==> src/rtl/arl_timer_pkg.sv <==
package arl_timer_pkg;

    // Control register layout, most significant bit first.
    typedef struct packed {
        logic ovf_flag;
        logic ext_flag;
        logic rx_sel;
        logic tx_sel;
        logic ext_en;
        logic run;
        logic src_sel;
        logic aux_bit;
    } ctrl_t;

    localparam int CTRL_ADDR = 0;
    localparam int CNT_BASE  = 1;

    typedef struct packed {
        logic rx;
        logic tx;
    } baud_t;

endpackage

==> src/rtl/arl_fall_sync.sv <==
module arl_fall_sync #(
    parameter int STAGES = 2
) (
    input  logic clk,
    input  logic rst_n,
    input  logic din,
    output logic fall
);
    localparam int LAST = STAGES - 1;

    logic [STAGES-1:0] sync_d, sync_q;
    logic              prev_d, prev_q;

    always_comb begin
        sync_d = {sync_q[STAGES-2:0], din};
        prev_d = sync_q[LAST];
    end

    always_ff @(posedge clk or negedge rst_n) begin
        if (!rst_n) begin
            sync_q <= '0;
            prev_q <= 1'b0;
        end else begin
            sync_q <= sync_d;
            prev_q <= prev_d;
        end
    end

    assign fall = prev_q & ~sync_q[LAST];

    // A detected edge lasts one cycle only
    p_fall_single_r3: assert property (@(posedge clk) disable iff (!rst_n)
        fall |=> !fall);

endmodule

==> src/rtl/arl_ctrl_reg.sv <==
module arl_ctrl_reg
    import arl_timer_pkg::*;
(
    input  logic       clk,
    input  logic       rst_n,
    input  logic       we,
    input  logic [7:0] wdata,
    input  logic       ovf_hit,
    input  logic       ext_hit,
    output ctrl_t      ctrl_q
);
    ctrl_t ctrl_d;
    ctrl_t wr;

    always_comb begin
        wr     = ctrl_t'(wdata);
        ctrl_d = ctrl_q;
        if (we) begin
            ctrl_d          = wr;
            // software may only clear flags
            ctrl_d.ovf_flag = ctrl_q.ovf_flag & wr.ovf_flag;
            ctrl_d.ext_flag = ctrl_q.ext_flag & wr.ext_flag;
        end
        // hardware set has the last word
        if (ovf_hit && !ctrl_q.rx_sel && !ctrl_q.tx_sel)
            ctrl_d.ovf_flag = 1'b1;
        if (ext_hit)
            ctrl_d.ext_flag = 1'b1;
    end

    always_ff @(posedge clk or negedge rst_n) begin
        if (!rst_n) ctrl_q <= '0;
        else        ctrl_q <= ctrl_d;
    end

    p_ovf_sticky_r5: assert property (@(posedge clk) disable iff (!rst_n)
        ctrl_q.ovf_flag && !(we && !wdata[7]) |=> ctrl_q.ovf_flag);

    p_no_sw_set_r5: assert property (@(posedge clk) disable iff (!rst_n)
        !ctrl_q.ext_flag && !ext_hit |=> !ctrl_q.ext_flag);

    p_baud_suppress_r6: assert property (@(posedge clk) disable iff (!rst_n)
        !ctrl_q.ovf_flag && (ctrl_q.rx_sel || ctrl_q.tx_sel) |=> !ctrl_q.ovf_flag);

    p_ext_set_r3: assert property (@(posedge clk) disable iff (!rst_n)
        ext_hit |=> ctrl_q.ext_flag);

endmodule

==> src/rtl/arl_count_core.sv <==
module arl_count_core
    import arl_timer_pkg::*;
#(
    parameter int CNT_W = 16,
    parameter int AW    = 3
) (
    input  logic             clk,
    input  logic             rst_n,
    input  logic             inc,
    input  logic             ext_load,
    input  logic             we,
    input  logic [AW-1:0]    addr,
    input  logic [7:0]       wdata,
    output logic [CNT_W-1:0] count_q,
    output logic [CNT_W-1:0] reload_q,
    output logic             ovf_hit
);
    localparam int LANES    = CNT_W / 8;
    localparam int RLD_BASE = CNT_BASE + LANES;

    typedef struct packed {
        logic [CNT_W-1:0] cnt;
        logic [CNT_W-1:0] rld;
    } core_t;

    core_t st_d, st_q;
    logic  cnt_wr;

    always_comb begin
        st_d    = st_q;
        cnt_wr  = 1'b0;
        ovf_hit = inc & (&st_q.cnt);
        if (ovf_hit || ext_load)
            st_d.cnt = st_q.rld;
        else if (inc)
            st_d.cnt = st_q.cnt + 1'b1;
        for (int k = 0; k < LANES; k++) begin
            if (we && int'(addr) == CNT_BASE + k) begin
                st_d.cnt[8*k +: 8] = wdata;
                st_d.cnt           = {st_q.cnt[CNT_W-1:0]};
                st_d.cnt[8*k +: 8] = wdata;
                cnt_wr             = 1'b1;
            end
            if (we && int'(addr) == RLD_BASE + k)
                st_d.rld[8*k +: 8] = wdata;
        end
    end

    always_ff @(posedge clk or negedge rst_n) begin
        if (!rst_n) st_q <= '0;
        else        st_q <= st_d;
    end

    assign count_q  = st_q.cnt;
    assign reload_q = st_q.rld;

    p_step_r1: assert property (@(posedge clk) disable iff (!rst_n)
        inc && !(&count_q) && !ext_load && !cnt_wr |=> count_q == $past(count_q) + 1'b1);

    p_reload_r2: assert property (@(posedge clk) disable iff (!rst_n)
        (ovf_hit || ext_load) && !cnt_wr |=> count_q == $past(reload_q));

    p_frozen_r8: assert property (@(posedge clk) disable iff (!rst_n)
        !inc && !ext_load && !cnt_wr |=> $stable(count_q));

    p_wr_wins_r9: assert property (@(posedge clk) disable iff (!rst_n)
        we && int'(addr) == CNT_BASE |=> count_q[7:0] == $past(wdata));

endmodule

==> src/rtl/arl_timer.sv <==
module arl_timer
    import arl_timer_pkg::*;
#(
    parameter int CNT_W       = 16,
    parameter int SYNC_STAGES = 2,
    parameter int AW          = 3
) (
    input  logic          clk,
    input  logic          rst_n,
    input  logic          tick_en,
    input  logic          reload_trig_i,
    input  logic          count_pin_i,
    input  logic          reg_we,
    input  logic [AW-1:0] reg_waddr,
    input  logic [7:0]    reg_wdata,
    input  logic [AW-1:0] reg_raddr,
    output logic [7:0]    reg_rdata,
    output logic          rx_baud_tick,
    output logic          tx_baud_tick
);
    localparam int LANES    = CNT_W / 8;
    localparam int RLD_BASE = CNT_BASE + LANES;

    ctrl_t            ctrl_q;
    logic [CNT_W-1:0] count_q, reload_q;
    logic             trig_fall, pin_fall;
    logic             inc, ext_load, ovf_hit;
    baud_t            baud_d, baud_q;

    arl_fall_sync #(.STAGES(SYNC_STAGES)) u_trig_sync (
        .clk(clk), .rst_n(rst_n), .din(reload_trig_i), .fall(trig_fall)
    );

    arl_fall_sync #(.STAGES(SYNC_STAGES)) u_pin_sync (
        .clk(clk), .rst_n(rst_n), .din(count_pin_i), .fall(pin_fall)
    );

    always_comb begin
        inc      = ctrl_q.run & (ctrl_q.src_sel ? pin_fall : tick_en);
        ext_load = ctrl_q.ext_en & trig_fall;
        baud_d.rx = ovf_hit & ctrl_q.rx_sel;
        baud_d.tx = ovf_hit & ctrl_q.tx_sel;
    end

    arl_ctrl_reg u_ctrl (
        .clk(clk), .rst_n(rst_n),
        .we(reg_we && int'(reg_waddr) == CTRL_ADDR),
        .wdata(reg_wdata), .ovf_hit(ovf_hit), .ext_hit(ext_load),
        .ctrl_q(ctrl_q)
    );

    arl_count_core #(.CNT_W(CNT_W), .AW(AW)) u_core (
        .clk(clk), .rst_n(rst_n), .inc(inc), .ext_load(ext_load),
        .we(reg_we), .addr(reg_waddr), .wdata(reg_wdata),
        .count_q(count_q), .reload_q(reload_q), .ovf_hit(ovf_hit)
    );

    always_ff @(posedge clk or negedge rst_n) begin
        if (!rst_n) baud_q <= '0;
        else        baud_q <= baud_d;
    end

    assign rx_baud_tick = baud_q.rx;
    assign tx_baud_tick = baud_q.tx;

    always_comb begin
        reg_rdata = '0;
        if (int'(reg_raddr) == CTRL_ADDR)
            reg_rdata = ctrl_q;
        for (int k = 0; k < LANES; k++) begin
            if (int'(reg_raddr) == CNT_BASE + k) reg_rdata = count_q[8*k +: 8];
            if (int'(reg_raddr) == RLD_BASE + k) reg_rdata = reload_q[8*k +: 8];
        end
    end

    p_rx_src_r6: assert property (@(posedge clk) disable iff (!rst_n)
        rx_baud_tick |-> $past(ctrl_q.rx_sel));

    p_tx_src_r6: assert property (@(posedge clk) disable iff (!rst_n)
        tx_baud_tick |-> $past(ctrl_q.tx_sel));

    p_trig_off_r4: assert property (@(posedge clk) disable iff (!rst_n)
        !ctrl_q.ext_en && !ctrl_q.ext_flag && !(reg_we && int'(reg_waddr) == CTRL_ADDR)
        |=> !ctrl_q.ext_flag);

endmodule

==> config.mk <==
export PLATFORM = sky130hd
export DESIGN_NAME = arl_timer
export DESIGN_NICKNAME = d
export VERILOG_FILES = /design/src/rtl/arl_timer_pkg.sv /design/src/rtl/arl_fall_sync.sv /design/src/rtl/arl_ctrl_reg.sv /design/src/rtl/arl_count_core.sv /design/src/rtl/arl_timer.sv
export SDC_FILE = /design/constraint.sdc
export NUM_CORES = 1
export LEC_CHECK = 0
export ABC_AREA = 1
export BUFFER_PORTS_ARGS = -buffer_cell sky130_fd_sc_hd__buf_2
export CAP_MARGIN = 25
export CORE_UTILIZATION = 45
export CTS_BUF_LIST = sky130_fd_sc_hd__clkbuf_4 sky130_fd_sc_hd__clkbuf_8
export DETAILED_ROUTE_END_ITERATION = 8
export GPL_TIMING_DRIVEN = 0
export SYNTH_ARGS = -nofsm -noshare
export SYNTH_HDL_FRONTEND = slang
export SYNTH_SLANG_ARGS = --single-unit
==> constraint.sdc <==
create_clock -name clk -period 3.75 [get_ports clk]
set_input_delay 0.5625 -clock clk [delete_from_list [all_inputs] [get_ports clk]]
set_output_delay 0.5625 -clock clk [all_outputs]
set_load 0.1 [all_outputs]
==> results.md <==
* Kind of cell adding the most delay to the critical path: simple AND/OR/NAND/NOR gates
* Critical path's largest stage delay at 0.73 ns
* Fin crit period at 2.88 ns
* Post-CTS resize count at 0
* Critical-path cell with the highest stage delay: sky130_fd_sc_hd__nor3_1
* Most frequent cells after synthesis: sky130_fd_sc_hd__nand2_1, sky130_fd_sc_hd__dfrtp_1, sky130_fd_sc_hd__nand3_1
* Post-synthesis async set-or-reset flop share at 1.00
* Antenna violations before repair at 0
* Fraction of synthesized cell area taken by the top area cell type at 0.420
* Most frequent cell after synthesis: sky130_fd_sc_hd__nand2_1
* Remaining routing DRC violations at 0
* Portion of the clock cycle consumed by the worst path in the final layout at 0.768
* Path type of the worst setup path: primary input to output pin
* Average cell area after synthesis at 7.06 um^2
* Top post-synthesis cells by area: sky130_fd_sc_hd__dfrtp_1, sky130_fd_sc_hd__nand2_1, sky130_fd_sc_hd__nand3_1
* Count of input and output buffers at 28
* Leakage component of the power at 1.71 nW
* Cell type with the highest aggregate area in the netlist: sky130_fd_sc_hd__dfrtp_1
* Number of slew-limit violations in the final report at 0
* Die height at 81.7 um
* Post-synth EDFFs at 0
* Critical path data required time at 3.19 ns
* Routability congestion estimate at 0.924
* Post-Synthesis Cells at 405
* Startpoint type of the worst setup path: primary input
* DR pass1 iterations at 5
* Total Wirelength at 8.48 mm
* Max cap viols at 0
* Clock network latency to the later pin of the worst-skew pair at 0.31 ns
* Path class of the lowest-slack min-delay path: primary input to asynchronous set/reset pin
* Post-CTS Setup Bufs at 0
* Pin count of the biggest net entering global routing at 30
* TritonCTS clock tree: yes
* Number of nets in the synthesized netlist at 426
* Maximum level of the CTS H-tree at 2
* Vias per cell at 5.38
* Area of all placed cells without fillers at 0.00324 mm^2
* Worst Max-Slew Pin Slew at 0.894 ns
* Post-detailed-placement cell area at 0.00311 mm^2
* TritonCTS buffer count at 5
* Minimum hold slack at 0.196 ns
* Launch point of the worst reg-to-reg path: u_core.count_q[1]
* Critical path arrival at 2.32 ns
* Netlist area before placement at 0.00286 mm^2
* Ratio of cells with drive above 1 in the final layout at 0.145
* Root Buffer Master: sky130_fd_sc_hd__clkbuf_8
* Via count of the first global-routing pass at 2,578
* Buffers from clock root to sink, at most at 2
* Net count reported at finish at 462
* Register clock-pin slew on the reported worst setup and hold paths at 0.09 ns
* Number of sinks on the clock net at 48
* Setup repair after global routing missed its margin: false
* Number of top-level pins at 30
* Flip-flop and latch count after synthesis at 48
* Critical path endpoint category: output pin
* Final total power at 2.00 mW
* Total Negative Setup Slacks at 0 ns
* Buf+Inv Stages, Crit Path at 4
* Worst-path cell chain: buf_2 > inv_1 > clkbuf_1 > nor3_1 > nand2_1 > nand3_1 > buf_2
* Per-cell routed wire length at 16.4 um
* Worst clock skew on the final layout at 0.00581 ns
* Max-slew headroom at 0.400
* Most common cell type on the critical path: sky130_fd_sc_hd__buf_2
* Row Count at 28
* Status: finished, final reports clean
* Die width at 81.7 um
* Vias at 2,780
* Initial Utilization at 0.475
* Unique masters post-synth at 30
* Number of hold-repair buffers added at the cts stage at 0
* PD cells at 618 mW/mm^2
* Half-perimeter wire length of the detailed placement result at 6.53 mm
* Setup violation total in the final timing report at 0
* Reg2reg setup slack at 1.81 ns
* Max Fclk at 0.347 GHz
* Crit path max fanout at 10
* Primary flip-flop cell chosen by synthesis mapping: sky130_fd_sc_hd__dfrtp_1
* Worst voltage drop across the vdd grid at 0.337 mV
* Seq/Total Area, Yosys at 0.420
* Count of antenna-violating nets left after detailed routing at 0
* Worst r2r path cells at 11
* Overall global routing resource usage at 0.282
* Number of antenna diodes at 0
* Area grow syn2layout at 13.1%
* Wire length of the first global-routing pass at 13.6 mm
* Starting DRC count in detailed routing at 262
* Endpoint of the worst-slack reg-to-reg timing path: u_core.count_q[7]
* Area of the die at 0.00668 mm^2
* Area inside the core boundary at 0.00603 mm^2
* Total count of hold-check failures in the final report at 0
* Total overflow reported by the global router at 0
* Ys Warns at 0
stage by stage:
stage | instances | setup WS (ns) | utilization
floorplan | 405 | 1.11 | -
global placement | 508 | 0.889 | 0.513
detailed placement | 509 | 0.889 | 0.517
CTS | 517 | 0.889 | 0.537
global route | 517 | 0.670 | 0.537
finish | 517 | 0.870 | 0.537
worst reg2reg max path: stages (launching register included):
cell and delay [ns]:
sky130_fd_sc_hd__dfrtp_1 0.45, sky130_fd_sc_hd__ha_1 0.23, sky130_fd_sc_hd__nand2_2 0.09, sky130_fd_sc_hd__nor2_4 0.15, sky130_fd_sc_hd__nand2_4 0.10, sky130_fd_sc_hd__nor2_4 0.16
sky130_fd_sc_hd__a21oi_2 0.11, sky130_fd_sc_hd__buf_6 0.17, sky130_fd_sc_hd__o21ai_0 0.13, sky130_fd_sc_hd__nand3_1 0.12, sky130_fd_sc_hd__nand2_1 0.09, sky130_fd_sc_hd__nand2_1 0.05
cell usage in the layout, fill, tap and decap left out, drive strengths merged, types with 2 or more instances in the layout:
cell,netlist,layout
nand2,139,139
dfrtp,48,48
nand3,41,41
o21ai,40,40
nor2,40,40
inv,39,39
buf,4,33
a21oi,28,28
clkbuf,6,12
nand4,6,6
o211ai,3,3
xor2,3,3
clkinv,1,2
report_power, final:
part / internal (mW) / switching, mW
registers: 0.647 / 0.188
clock network: 0.218 / 0.189
logic: 0.234 / 0.523
total: 1.10 / 0.900
kinds of logic (layout without fill, tap and decap cells):
group	Yosys count	in the layout	synth area share
fa+ha+maj	1	1	0.00437
compound gates	74	74	0.137
flops	48	48	0.420
xor+xnor	3	3	0.00919
buf+inv	50	87	0.0730
simple gates	229	229	0.356
area by class of cell:
class                      instances  area [um^2]
fill                             627         2790
multi-input combinational        307         1450
sequential                        48         1200
timing repair buffer              29          160
inverter                          40          150
tap                               75         93.8
clock buffer                       6         82.6
buffer                            10         58.8
clock inverter                     2         38.8
how the worst max path moves through the flow:
stage                      start            to  cells after the start
floorplan           reg_raddr[2]  reg_rdata[0]                      6
global placement    reg_raddr[2]  reg_rdata[3]                      7
detailed placement  reg_raddr[2]  reg_rdata[3]                      7
CTS                 reg_raddr[2]  reg_rdata[3]                      7
global route        reg_raddr[2]  reg_rdata[1]                      7
finish              reg_raddr[2]  reg_rdata[3]                      7
per-layer routing:
metal / vias up / part of all wire / track usage
met5: - / 0 / 0
met4: 0 / 0.019 / 0.0789
met3: 16 / 0.054 / 0.0411
met2: 101 / 0.44 / 0.436
met1: 1276 / 0.49 / 0.410
li1: 1387 / - / -
state kept, by name (all words and copies together), names as in the netlist:
name	flops
u_ctrl.ctrl_q	8
tx_baud_tick	1
u_pin_sync.prev_q	1
u_trig_sync.prev_q	1
rx_baud_tick	1
u_pin_sync.sync_q	2
u_core.count_q	16
u_trig_sync.sync_q	2
u_core.reload_q	16
(Power assumes the default switching activity.)
